### src/rtl/voq_sched_pkg.sv
package voq_sched_pkg;
   typedef enum logic {
      ST_IDLE = 1'b0,
      ST_RUN  = 1'b1
   } sched_state_e;

   function automatic int ptr_width(input int n);
      return (n > 1) ? $clog2(n) : 1;
   endfunction
endpackage

### src/rtl/voq_rr_pick.sv
// Round-robin picker: the first set bit at or after ptr, wrapping around.
module voq_rr_pick #(
   parameter int N  = 4,
   parameter int PW = voq_sched_pkg::ptr_width(N)
) (
   input  logic [N-1:0]  cand,
   input  logic [PW-1:0] ptr,
   output logic [N-1:0]  pick
);
   localparam bit POW2 = (N & (N - 1)) == 0;

   generate
      if (POW2) begin : g_mask
         always_comb begin
            logic found;
            pick  = '0;
            found = 1'b0;
            for (int k = 0; k < N; k++) begin
               int idx;
               idx = (int'(ptr) + k) & (N - 1);
               if (!found && cand[idx]) begin
                  pick[idx] = 1'b1;
                  found     = 1'b1;
               end
            end
         end
      end else begin : g_mod
         always_comb begin
            logic found;
            pick  = '0;
            found = 1'b0;
            for (int k = 0; k < N; k++) begin
               int idx;
               idx = (int'(ptr) + k) % N;
               if (!found && cand[idx]) begin
                  pick[idx] = 1'b1;
                  found     = 1'b1;
               end
            end
         end
      end
   endgenerate
endmodule

### src/rtl/voq_rga_iter.sv
// One request-grant-accept iteration over the still-free inputs and outputs.
module voq_rga_iter #(
   parameter int N  = 4,
   parameter int PW = voq_sched_pkg::ptr_width(N)
) (
   input  logic [N-1:0][N-1:0]  req,
   input  logic [N-1:0]         in_free,
   input  logic [N-1:0]         out_free,
   input  logic [N-1:0][PW-1:0] gptr,
   input  logic [N-1:0][PW-1:0] aptr,
   output logic [N-1:0][N-1:0]  acc
);
   logic [N-1:0][N-1:0] col_req;
   logic [N-1:0][N-1:0] gnt;
   logic [N-1:0][N-1:0] gnt_in;

   genvar gi, gj;
   generate
      for (gj = 0; gj < N; gj++) begin : g_out
         for (gi = 0; gi < N; gi++) begin : g_col
            assign col_req[gj][gi] = req[gi][gj] & in_free[gi] & out_free[gj];
            assign gnt_in[gi][gj]  = gnt[gj][gi];
         end
         voq_rr_pick #(.N(N), .PW(PW)) u_grant (
            .cand(col_req[gj]),
            .ptr (gptr[gj]),
            .pick(gnt[gj])
         );
      end
      for (gi = 0; gi < N; gi++) begin : g_in
         voq_rr_pick #(.N(N), .PW(PW)) u_accept (
            .cand(gnt_in[gi]),
            .ptr (aptr[gi]),
            .pick(acc[gi])
         );
      end
   endgenerate
endmodule

### src/rtl/voq_crossbar_sched.sv
module voq_crossbar_sched #(
   parameter int N = 4
) (
   input  logic           clk,
   input  logic           rst_n,
   input  logic           slot_start,
   input  logic [N*N-1:0] voq_req,
   output logic           match_done,
   output logic [N*N-1:0] xbar_grant
);
   import voq_sched_pkg::*;

   localparam int PW = ptr_width(N);
   localparam int IW = $clog2(N + 1);
   localparam logic [IW-1:0] LAST_ITER = IW'(N - 1);

   generate
      if (N < 2) begin : g_bad_n
         $error("voq_crossbar_sched: N must be at least 2");
      end
   endgenerate

   sched_state_e        state_q;
   logic                run_q;
   logic [N-1:0][N-1:0] req_q;
   logic [N-1:0][N-1:0] match_q;
   logic [N-1:0][N-1:0] acc;
   logic [N-1:0]        in_free;
   logic [N-1:0]        out_free;
   logic [N-1:0][PW-1:0] gptr_q;
   logic [N-1:0][PW-1:0] aptr_q;
   logic [IW-1:0]       iter_q;
   logic                done_q;
   logic                take_start;
   logic                finish;

   assign run_q = (state_q == ST_RUN);

   genvar gi, gj;
   generate
      for (gi = 0; gi < N; gi++) begin : g_row_free
         assign in_free[gi] = ~|match_q[gi];
      end
      for (gj = 0; gj < N; gj++) begin : g_col_free
         logic [N-1:0] col;
         for (gi = 0; gi < N; gi++) begin : g_bit
            assign col[gi] = match_q[gi][gj];
         end
         assign out_free[gj] = ~|col;
      end
   endgenerate

   voq_rga_iter #(.N(N), .PW(PW)) u_iter (
      .req     (req_q),
      .in_free (in_free),
      .out_free(out_free),
      .gptr    (gptr_q),
      .aptr    (aptr_q),
      .acc     (acc)
   );

   assign take_start = slot_start && !run_q;
   assign finish     = run_q && ((acc == '0) || (iter_q == LAST_ITER));

   always_ff @(posedge clk or negedge rst_n) begin
      if (!rst_n) begin
         state_q <= ST_IDLE;
         req_q   <= '0;
         match_q <= '0;
         iter_q  <= '0;
         done_q  <= 1'b0;
      end else if (take_start) begin
         state_q <= ST_RUN;
         req_q   <= voq_req;
         match_q <= '0;
         iter_q  <= '0;
         done_q  <= 1'b0;
      end else if (run_q) begin
         match_q <= match_q | acc;
         iter_q  <= iter_q + 1'b1;
         if (finish) begin
            state_q <= ST_IDLE;
            done_q  <= 1'b1;
         end
      end
   end

   // Pointers move one past the partner, only on first-iteration pairs.
   always_ff @(posedge clk or negedge rst_n) begin
      if (!rst_n) begin
         gptr_q <= '0;
         aptr_q <= '0;
      end else if (run_q && (iter_q == '0)) begin
         for (int i = 0; i < N; i++) begin
            for (int j = 0; j < N; j++) begin
               if (acc[i][j]) begin
                  gptr_q[j] <= (i == N - 1) ? '0 : PW'(i + 1);
                  aptr_q[i] <= (j == N - 1) ? '0 : PW'(j + 1);
               end
            end
         end
      end
   end

   assign match_done = done_q;
   assign xbar_grant = done_q ? match_q : '0;
endmodule

### config.mk
export PLATFORM = sky130hd
export DESIGN_NAME = voq_crossbar_sched
export DESIGN_NICKNAME = d
export VERILOG_FILES = /design/src/rtl/voq_sched_pkg.sv /design/src/rtl/voq_rr_pick.sv /design/src/rtl/voq_rga_iter.sv /design/src/rtl/voq_crossbar_sched.sv
export SDC_FILE = /design/constraint.sdc
export NUM_CORES = 1
export LEC_CHECK = 0
export ABC_AREA = 1
export BUFFER_PORTS_ARGS = -buffer_cell sky130_fd_sc_hd__buf_2
export CAP_MARGIN = 20
export CORE_UTILIZATION = 63
export CTS_CLUSTER_SIZE = 28
export DETAILED_ROUTE_END_ITERATION = 10
export PLACE_DENSITY = 0.82
export SLEW_MARGIN = 5
export SYNTH_ARGS = -nofsm -noshare
export SYNTH_HDL_FRONTEND = slang
export SYNTH_HIERARCHICAL = 1
export SYNTH_SLANG_ARGS = --single-unit
### constraint.sdc
create_clock -name clk -period 3.7 [get_ports clk]
set_input_delay 0.74 -clock clk [delete_from_list [all_inputs] [get_ports clk]]
set_output_delay 0.74 -clock clk [all_outputs]
set_load 0.02 [all_outputs]
# Word-level counts from Yosys, hierarchy flattened
# Index checks and enable logic that the tools add are counted.
[op_classes]
addsub = 25
magnitude_cmp = 64
n_eq_ne = 1
muxes = 226
bitwise = 57
n_reduce_logical = 122
[ops]
columns = ["cell", "count"]
rows = [
  ["$mux 4", 32],
  ["$lt 2x3->1 const B", 32],
  ["$or 4x4->4", 24],
  ["$mux 1", 94],
  ["$bmux 1 s2", 32],
  ["$demux 1 s2", 32],
  ["$ge 2x1->1 const B", 32],
  ["$mux 2", 31],
  ["$logic_and 1x1->1", 59],
  ["$mux 16", 3],
  ["$logic_not 1->1", 33],
  ["$add 2x2->2 const B", 16],
  ["$and 1x1->1", 32],
  ["$reduce_bool 4->1", 8],
  ["$reduce_or 4->1", 8],
  ["$reduce_and 2->1", 9],
  ["$add 2x1->2 const B", 8],
  ["$logic_not 16->1", 1],
  ["$or 16x16->16", 1],
  ["$mux 3", 2],
  ["$reduce_bool 2->1", 2],
  ["$add 3x1->3 const B", 1],
  ["$eq 3x2->1 const B", 1],
  ["$logic_not 3->1", 1],
  ["$logic_or 1x1->1", 1],
]
[word_totals]
regBits = 53
inputBits = 19
output_inout_bits = 17
wordCells = 514

# Longest topological paths before layout
# Gate-level depths: netlist (run 1).
[depth]
word_depth = 34
depth_mapped = 26
ltp_nobuf = 26

# Hierarchy
# The synthesis (run 1) kept the hierarchy.
[by_module_without_submodules]
columns = ["module", "n_inst", "cells_each", "area_each_um2", "seq_area_each_um2"]
rows = [
  ["voq_crossbar_sched", 1, 296, 2431.1, 1326.3],
  ["voq_rr_pick at u_iter.g_in[0].u_accept ...", 6, 73, 396.6, 0.0],
  ["voq_rr_pick at u_iter.g_out[0].u_grant ...", 2, 73, 399.1, 0.0],
  ["voq_rga_iter", 1, 36, 135.1, 0.0],
]

# Worst setup path before layout (run 1)
# No wires, ideal clock.
[synth_path]
path_type = "register to register"
from = "reg match_q (netlist bit g_col_free[3].col[0])"
to = "reg state_q (netlist: run_q)"
setup_time_ns = 0.118
arrival_ns = 2.790
required_ns = 3.582
slack_ns = 0.792
path_stages_with_launch = 25
path_buffers = 0
period_less_slack_ns = 2.908
cell_sequence = "dfrtp_1 > nor4_1 > nand2_1 > nor2_1 > inv_1 > nand2_1 > nand3_1 > nand2_1 > nand2_2 > nor2_4 > nand2_1 > nand3_1 > nand2_1 > nand3_2 > nand2_4 > nand2_4 > inv_2 > nand3_1 > nand3_1 > nor2_1 > nand2_1 > nor2_1 > nand2_1 > nand3_1 > nand2_1"
[synth_rtl]
columns = ["item", "line_no", "source"]
rows = [
  ["start: declaration", "voq_crossbar_sched.sv:26", "logic [N-1:0][N-1:0] match_q;"],
  ["start signal: assignment", "voq_crossbar_sched.sv:79", "match_q <= match_q | acc;"],
  ["end signal: assignment", "voq_crossbar_sched.sv:67", "state_q <= ST_IDLE;"],
  ["end signal: assignment", "voq_crossbar_sched.sv:73", "state_q <= ST_RUN;"],
  ["end signal: assignment", "voq_crossbar_sched.sv:82", "state_q <= ST_IDLE;"],
  ["end: declaration", "voq_crossbar_sched.sv:23", "sched_state_e state_q;"],
]

==> qor.txt, run 1 <==
Status: complete, no violations
Yosys reg bits: 53
Die area: 9503 sq um
R2r setup slk: 0.18 ns
N_diodes: 0
Num CTS Buffers: 5
Highest Clock Rate: 0.2839 GHz
Met3 WL: 882 microns
Share of layout cells above drive strength 1: 17.78%
Post-route ant nets: 0
Synth warn: 6
RePlAce Congestion: 0.9562
Setup crit end: run_q
Critical path arrival: 3.71 ns
CTS tree: yes
Top-area cell type share of the netlist area: 23.09%
Slew Limit Fails: 0
Initial antenna violation count: 0
Vias in the first global route: 5,670
Post-synth ARST share: 100.0%
DR top layer: met4
Setup crit start kind: flop
Syn_area_per_cell: 6.271 sq um
Fill count: 763
DRT iter0 DRCs: 353
Slew @ Worst Pin: 0.9675 ns
Vias per cell: 5.619
# hold bufs at CTS: 0
Reg clk slew, reported paths: 0.11 ns
Mapped cell area: 5744 sq um
CP Data Required Time: 3.89 ns
Port bufs: 35
Post-route DRC: 0
Gr usage total: 32.75%
RR Endpoint: run_q
Final TNS setup: 0 ns
Post-Syn Instances: 916
Hold-critical path depth: 2
Post-CTS Setup Repair Bufs: 0
Die extent in x: 97.49 microns
Starting density of the core: 65.55%
Final WL: 15,050 microns
Largest net degree at the start of global routing: 44
Die H: 97.49 microns
Setup Skew: 0.01079 ns
Most frequent cell after synthesis: nand2_1
DR pass1 iterations: 4
Met1 Wirelength: 6712 microns
Core footprint: 8763 sq um
Grt ovf: 0
Commonest cells post-synth: nand2_1, nand3_1, inv_1
Final min period: 3.522 ns
Via count: 6,012
Fraction of the yosys area taken by sequential cells: 23.09%
Dominant cells by area after synthesis: dfrtp_1, nand2_1, nand3_1
Hold Path Class: reg -> reg
Nets: 1,031
Clock buffer depth: 2
Setup CP Type: reg -> reg
CP max FO: 6
Wirelength per Cell: 14.07 microns
Leading area contributor after synthesis: dfrtp_1
CTS H-Tree Depth: 2
R2R depth: 26
TritonCTS Sinks: 53
DP HPWL: 11,950 microns
Post-synth top flop: dfrtp_1
Endpoints failing setup: 0
Rel. slew slack: 35.50%
Area occupied by multi-input gates: 3956 sq um
Final Hold Fails: 0
CP Launch Point: g_col_free[2].col[1]
Worst skew pair latency: 0.31 ns
Syn nets: 986
Boundary Pins: 36
Final period util: 95.19%
Clock Tree Root: clkbuf_8
Register area: 1328 sq um
CP Capture Type: flop
EDFF count, synth: 0
Num rows: 34
Max-Cap Viols: 0
Layout area overhead: 9.933%
Reg2Reg Launch Point: g_col_free[2].col[1]
Distinct cells, synth: 24
Wire length on met2: 7063 microns
First-pass GRT wire length: 26,120 microns
area by class of cell:
cell class | count | area share, %
inverter | 145 | 8.659
tap | 108 | 2.140
clock buffer | 5 | 1.090
sequential | 53 | 21.02
clock inverter | 3 | 0.3566
timing repair buffer | 46 | 4.082
multi-input combinational | 710 | 62.65
metal layers:
layer	global-route usage, %	up-vias
li1	-	2990
met1	44.86	2769
met2	55.14	225
met3	3.022	28
met4	9.163	0
met5	0	-
worst min-delay path by stage:
| stage | from | end | slack (ns) |
|---|---|---|---|
| global placement | req_q[12] | req_q[12] | 0.47 |
| finish | req_q[10] | req_q[10] | 0.50 |
| CTS | req_q[11] | req_q[11] | 0.50 |
| floorplan | rst_n | aptr_q[0] | 0.44 |
| detailed placement | req_q[11] | req_q[11] | 0.47 |
| global route | req_q[3] | req_q[3] | 0.52 |
cell families after synthesis:
| group | Yosys count | share of synthesized area [%] |
|---|---|---|
| and+or+nand+nor | 615 | 51.10 |
| DFF | 53 | 23.09 |
| AOI/OAI and AO/OA | 44 | 4.160 |
| adders and majority gates | 51 | 11.11 |
| buffers and inverters | 153 | 10.54 |
timing repair:
action,4_1_cts,5_1_grt
gates resized for setup,1,38
cloned,0,0
pin swaps,0,1
hold endpoints to repair,0,0
endpoints found under the setup margin,2,17
flip-flops by register name, summed over array words and instances, names as in the netlist:
| name | flops |
|---|---|
| req_q | 16 |
| iter_q | 3 |
| aptr_q | 8 |
| run_q | 1 |
| gptr_q | 8 |
| match_done | 1 |
| g_col_free.col | 16 |
critical path, stage by stage, from the launching register on:
cell and delay (ns):
dfrtp_1 0.41, buf_4 0.15, nor4_1 0.30, inv_1 0.18, nor2_1 0.18, buf_4 0.15, nand2_1 0.07, nand3_2 0.16
nand2_4 0.09, nand2_4 0.08, inv_2 0.05, nand3_1 0.10, nand3_2 0.14, inv_1 0.08, nand2_1 0.06, nand3_1 0.10
nand2_1 0.12, nand3_1 0.09, nand2_1 0.06, inv_1 0.06, nand3_2 0.15, nor2_2 0.19, nand2_1 0.11, nor2_2 0.14
nand2_1 0.08, nand3_1 0.07, nand2_1 0.05
stage by stage:
stage	hold slack (ns)	area, sq um	std cells	setup slack (ns)	utilization [%]
floorplan	0.4444	5744	916	0.7922	-
global placement	0.4670	6078	1062	0.1583	69.36
detailed placement	0.4702	6078	1062	0.07471	69.36
CTS	0.4956	6176	1070	0.06959	70.47
global route	0.5245	6315	1070	-0.02438	72.06
finish	0.5002	6315	1070	0.1778	72.06
cell usage in the layout (no fill, tap or decap), types with 2 or more instances in the layout:
cell / n
o31ai_2: 2
clkinv_4: 2
nand3_1: 187
o21ai_0: 38
inv_1: 126
nand2_1: 317
dfrtp_1: 52
ha_1: 51
inv_2: 18
buf_2: 35
o21ai_1: 2
nand2_4: 18
nor4_2: 3
nor2_1: 11
nand3_2: 25
clkbuf_8: 5
nor4_1: 4
nor2_2: 16
buf_4: 11
nand2_2: 20
nor2_4: 11
Power of run 1 is left out: the tool's default activity adds up to more than one toggle a clock period on the data nets, which glitch-free logic cannot reach.
==> inputs of run 2 (changes only) <==
Settings changed: CORE_UTILIZATION 63 to 35, PLACE_DENSITY 0.82 to unset.
==> run 2 against run 1 <==
Die area is 78% higher. Clock skew is 0.0021 ns higher. Critical path depth is 2 lower. Worst hold slack worse by 0.027 ns. Wire length is 2.4% higher. Fmax is 3.5% higher. Cell count is 11% higher. Flip-flop and latch count stayed put. Core utilization is 31 points lower. Register-to-register slack better by 0.12 ns. Clock-buffer cell count is 1 higher. Via count is 1.8% lower.
==> qor.txt, run 2 (same netlist as run 1, synthesis figures left out) <==
Status: complete, no violations (unchanged)
RePlAce Congestion: 0.9230 (was 0.9562)
Wirelength per Cell: 12.96 microns (was 14.07 microns)
Die H: 130.1 microns (was 97.49 microns)
CTS tree: yes (unchanged)
Via count: 5,902 (was 6,012)
Slew Limit Fails: 0 (unchanged)
CP Capture Type: flop (unchanged)
Die extent in x: 130.1 microns (was 97.49 microns)
Met2 usage: 30.82% (was 55.14%)
Worst path max stage delay: 0.48 ns (was 0.41 ns)
CP delay by family, top: simple AND/OR/NAND/NOR gates (unchanged)
Reg clk slew, reported paths: 0.08 ns (was 0.11 ns)
Final Hold Fails: 0 (unchanged)
Hold slack: 0.4727 ns (was 0.5002 ns)
Placed cell areas: 6304 sq um (was 6078 sq um)
Slew @ Worst Pin: 0.6675 ns (was 0.9675 ns)
Gr usage total: 18.94% (was 32.75%)
Port bufs: 35 (unchanged)
Share of layout cells above drive strength 1: 17.97% (was 17.78%)
Final WL: 15,420 microns (was 15,050 microns)
Most used cell, CP: nand2_1 (unchanged)
Max stage delay cell, worst path: dfrtp_1 (unchanged)
Vias per cell: 4.960 (was 5.619)
Most frequent cells in the layout: nand2_1, nand3_1, inv_1 (unchanged)
Num rows: 46 (was 34)
Endpoints failing setup: 0 (unchanged)
Highest Clock Rate: 0.2937 GHz (was 0.2839 GHz)
Setup crit start kind: flop (unchanged)
Setup CP Type: reg -> reg (unchanged)
CP Data Required Time: 3.87 ns (was 3.89 ns)
Nets: 1,043 (was 1,031)
First-pass GRT wire length: 25,720 microns (was 26,120 microns)
Layout area overhead: 14.53% (was 9.933%)
Clock buffer depth: 2 (unchanged)
Critical path arrival: 3.57 ns (was 3.71 ns)
Max-Cap Viols: 0 (unchanged)
Setup Skew: 0.01285 ns (was 0.01079 ns)
Final non-filler cell total: 1,190 (was 1,070)
Num CTS Buffers: 5 (unchanged)
Cells after DPL: 1,182 (was 1,062)
Largest net degree at the start of global routing: 36 (was 44)
Post-route ant nets: 0 (unchanged)
Starting density of the core: 36.03% (was 65.55%)
Final min period: 3.405 ns (was 3.522 ns)
Grt ovf: 0 (unchanged)
Initial antenna violation count: 0 (unchanged)
Post-route DRC: 0 (unchanged)
Fill count: 1,694 (was 763)
Die area: 16,930 sq um (was 9503 sq um)
Sum of buffers and inverters on the critical path: 4 (was 6)
N_diodes: 0 (unchanged)
Most Crowded Layer GR: met2 (unchanged)
DRT iter0 DRCs: 516 (was 353)
DR pass1 iterations: 5 (was 4)
Core footprint: 15,940 sq um (was 8763 sq um)
Most common cell after layout, fill and taps aside: nand2_1 (unchanged)
Clock Tree Root: clkbuf_16 (was clkbuf_8)
CTS H-Tree Depth: 2 (unchanged)
Final period util: 92.02% (was 95.19%)
Met3 Use GR: 1.927% (was 3.022%)
CP max FO: 5 (was 6)
Global routing met1 resource utilization: 27.05% (was 44.86%)
Rel. slew slack: 55.50% (was 35.50%)
# hold bufs at CTS: 0 (unchanged)
Vias in the first global route: 5,351 (was 5,670)
TritonCTS Sinks: 53 (unchanged)
Post-Layout Inst Area: 6579 sq um (was 6315 sq um)
Final core area utilization: 41.27% (was 72.06%)
Critical Path, Cell by Cell: nor4_4 -> buf_4 -> nand2_1 -> nor2_2 -> nand2_2 -> nand3_2 -> nand2_4 -> buf_4 -> nand3_1 -> nand2_1 -> inv_1 -> nand3_1 -> nand2_1 -> nand3_2 -> nand2_4 -> nand2_4 -> nor2_4 -> nand2_1 -> nand3_1 -> inv_1 -> nand3_1 -> nand2_1 -> nand2_1 -> o21ai_0
Boundary Pins: 36 (unchanged)
Worst skew pair latency: 0.30 ns (was 0.31 ns)
Hold Path Class: in -> async (was reg -> reg)
DP HPWL: 12,060 microns (was 11,950 microns)
-- run 2: cell count changes in the layout (fill, tap and decap cells not counted), sizes merged --
| cell | change |
|---|---|
| clkinv | -2 |
| buf | +12 |
| inv | +1 |
| clkbuf | +1 |
-- run 2: path summary, 6_finish.rpt --
check | start | end | slack, ns | depth (start not counted)
setup / recovery | g_col_free[1].col[2] | gptr_q[0] | 0.30 | 24
hold / removal | rst_n | iter_q[1] | 0.47 | 1
setup reg to reg | g_col_free[1].col[2] | gptr_q[0] | 0.30 | 24
hold reg to reg | req_q[8] | req_q[8] | 0.48 | 2
max in group asynchronous | rst_n | req_q[13] | 2.43 | 2
min in group clk | req_q[8] | req_q[8] | 0.48 | 2
-- run 2: layout make-up --
class | instances | area, sq um | share of cell area, %
timing repair buffer | 58 | 347.8 | 5.287
inverter | 145 | 546.8 | 8.311
clock inverter | 2 | 13.76 | 0.2092
tap | 216 | 270.3 | 4.108
multi-input combinational | 710 | 3945 | 59.97
sequential | 53 | 1326 | 20.16
clock buffer | 6 | 128.9 | 1.959
-- run 2: timing repair --
item                       in CTS  in global routing
gates resized for setup         0                 30
setup endpoints to repair       0                 19
setup buffers                   0                  0
-- run 2: metrics by stage --
stage	setup TNS, ns	setup WS (ns)
3_5_place_dp	0	0.04555
6_report	0	0.2954
5_1_grt	-0.05312	-0.04360
3_3_place_gp	0	0.003290
4_1_cts	0	0.02899
2_1_floorplan	0	0.7922
-- run 2: per-layer routing --
metal | routed length, microns | vias to the layer above
li1 | - | 3018
met1 | 7590 | 2685
met2 | 6859 | 183
met3 | 743 | 16
met4 | 223 | 0
met5 | 0 | -
Power of run 2 is left out for the same reason.
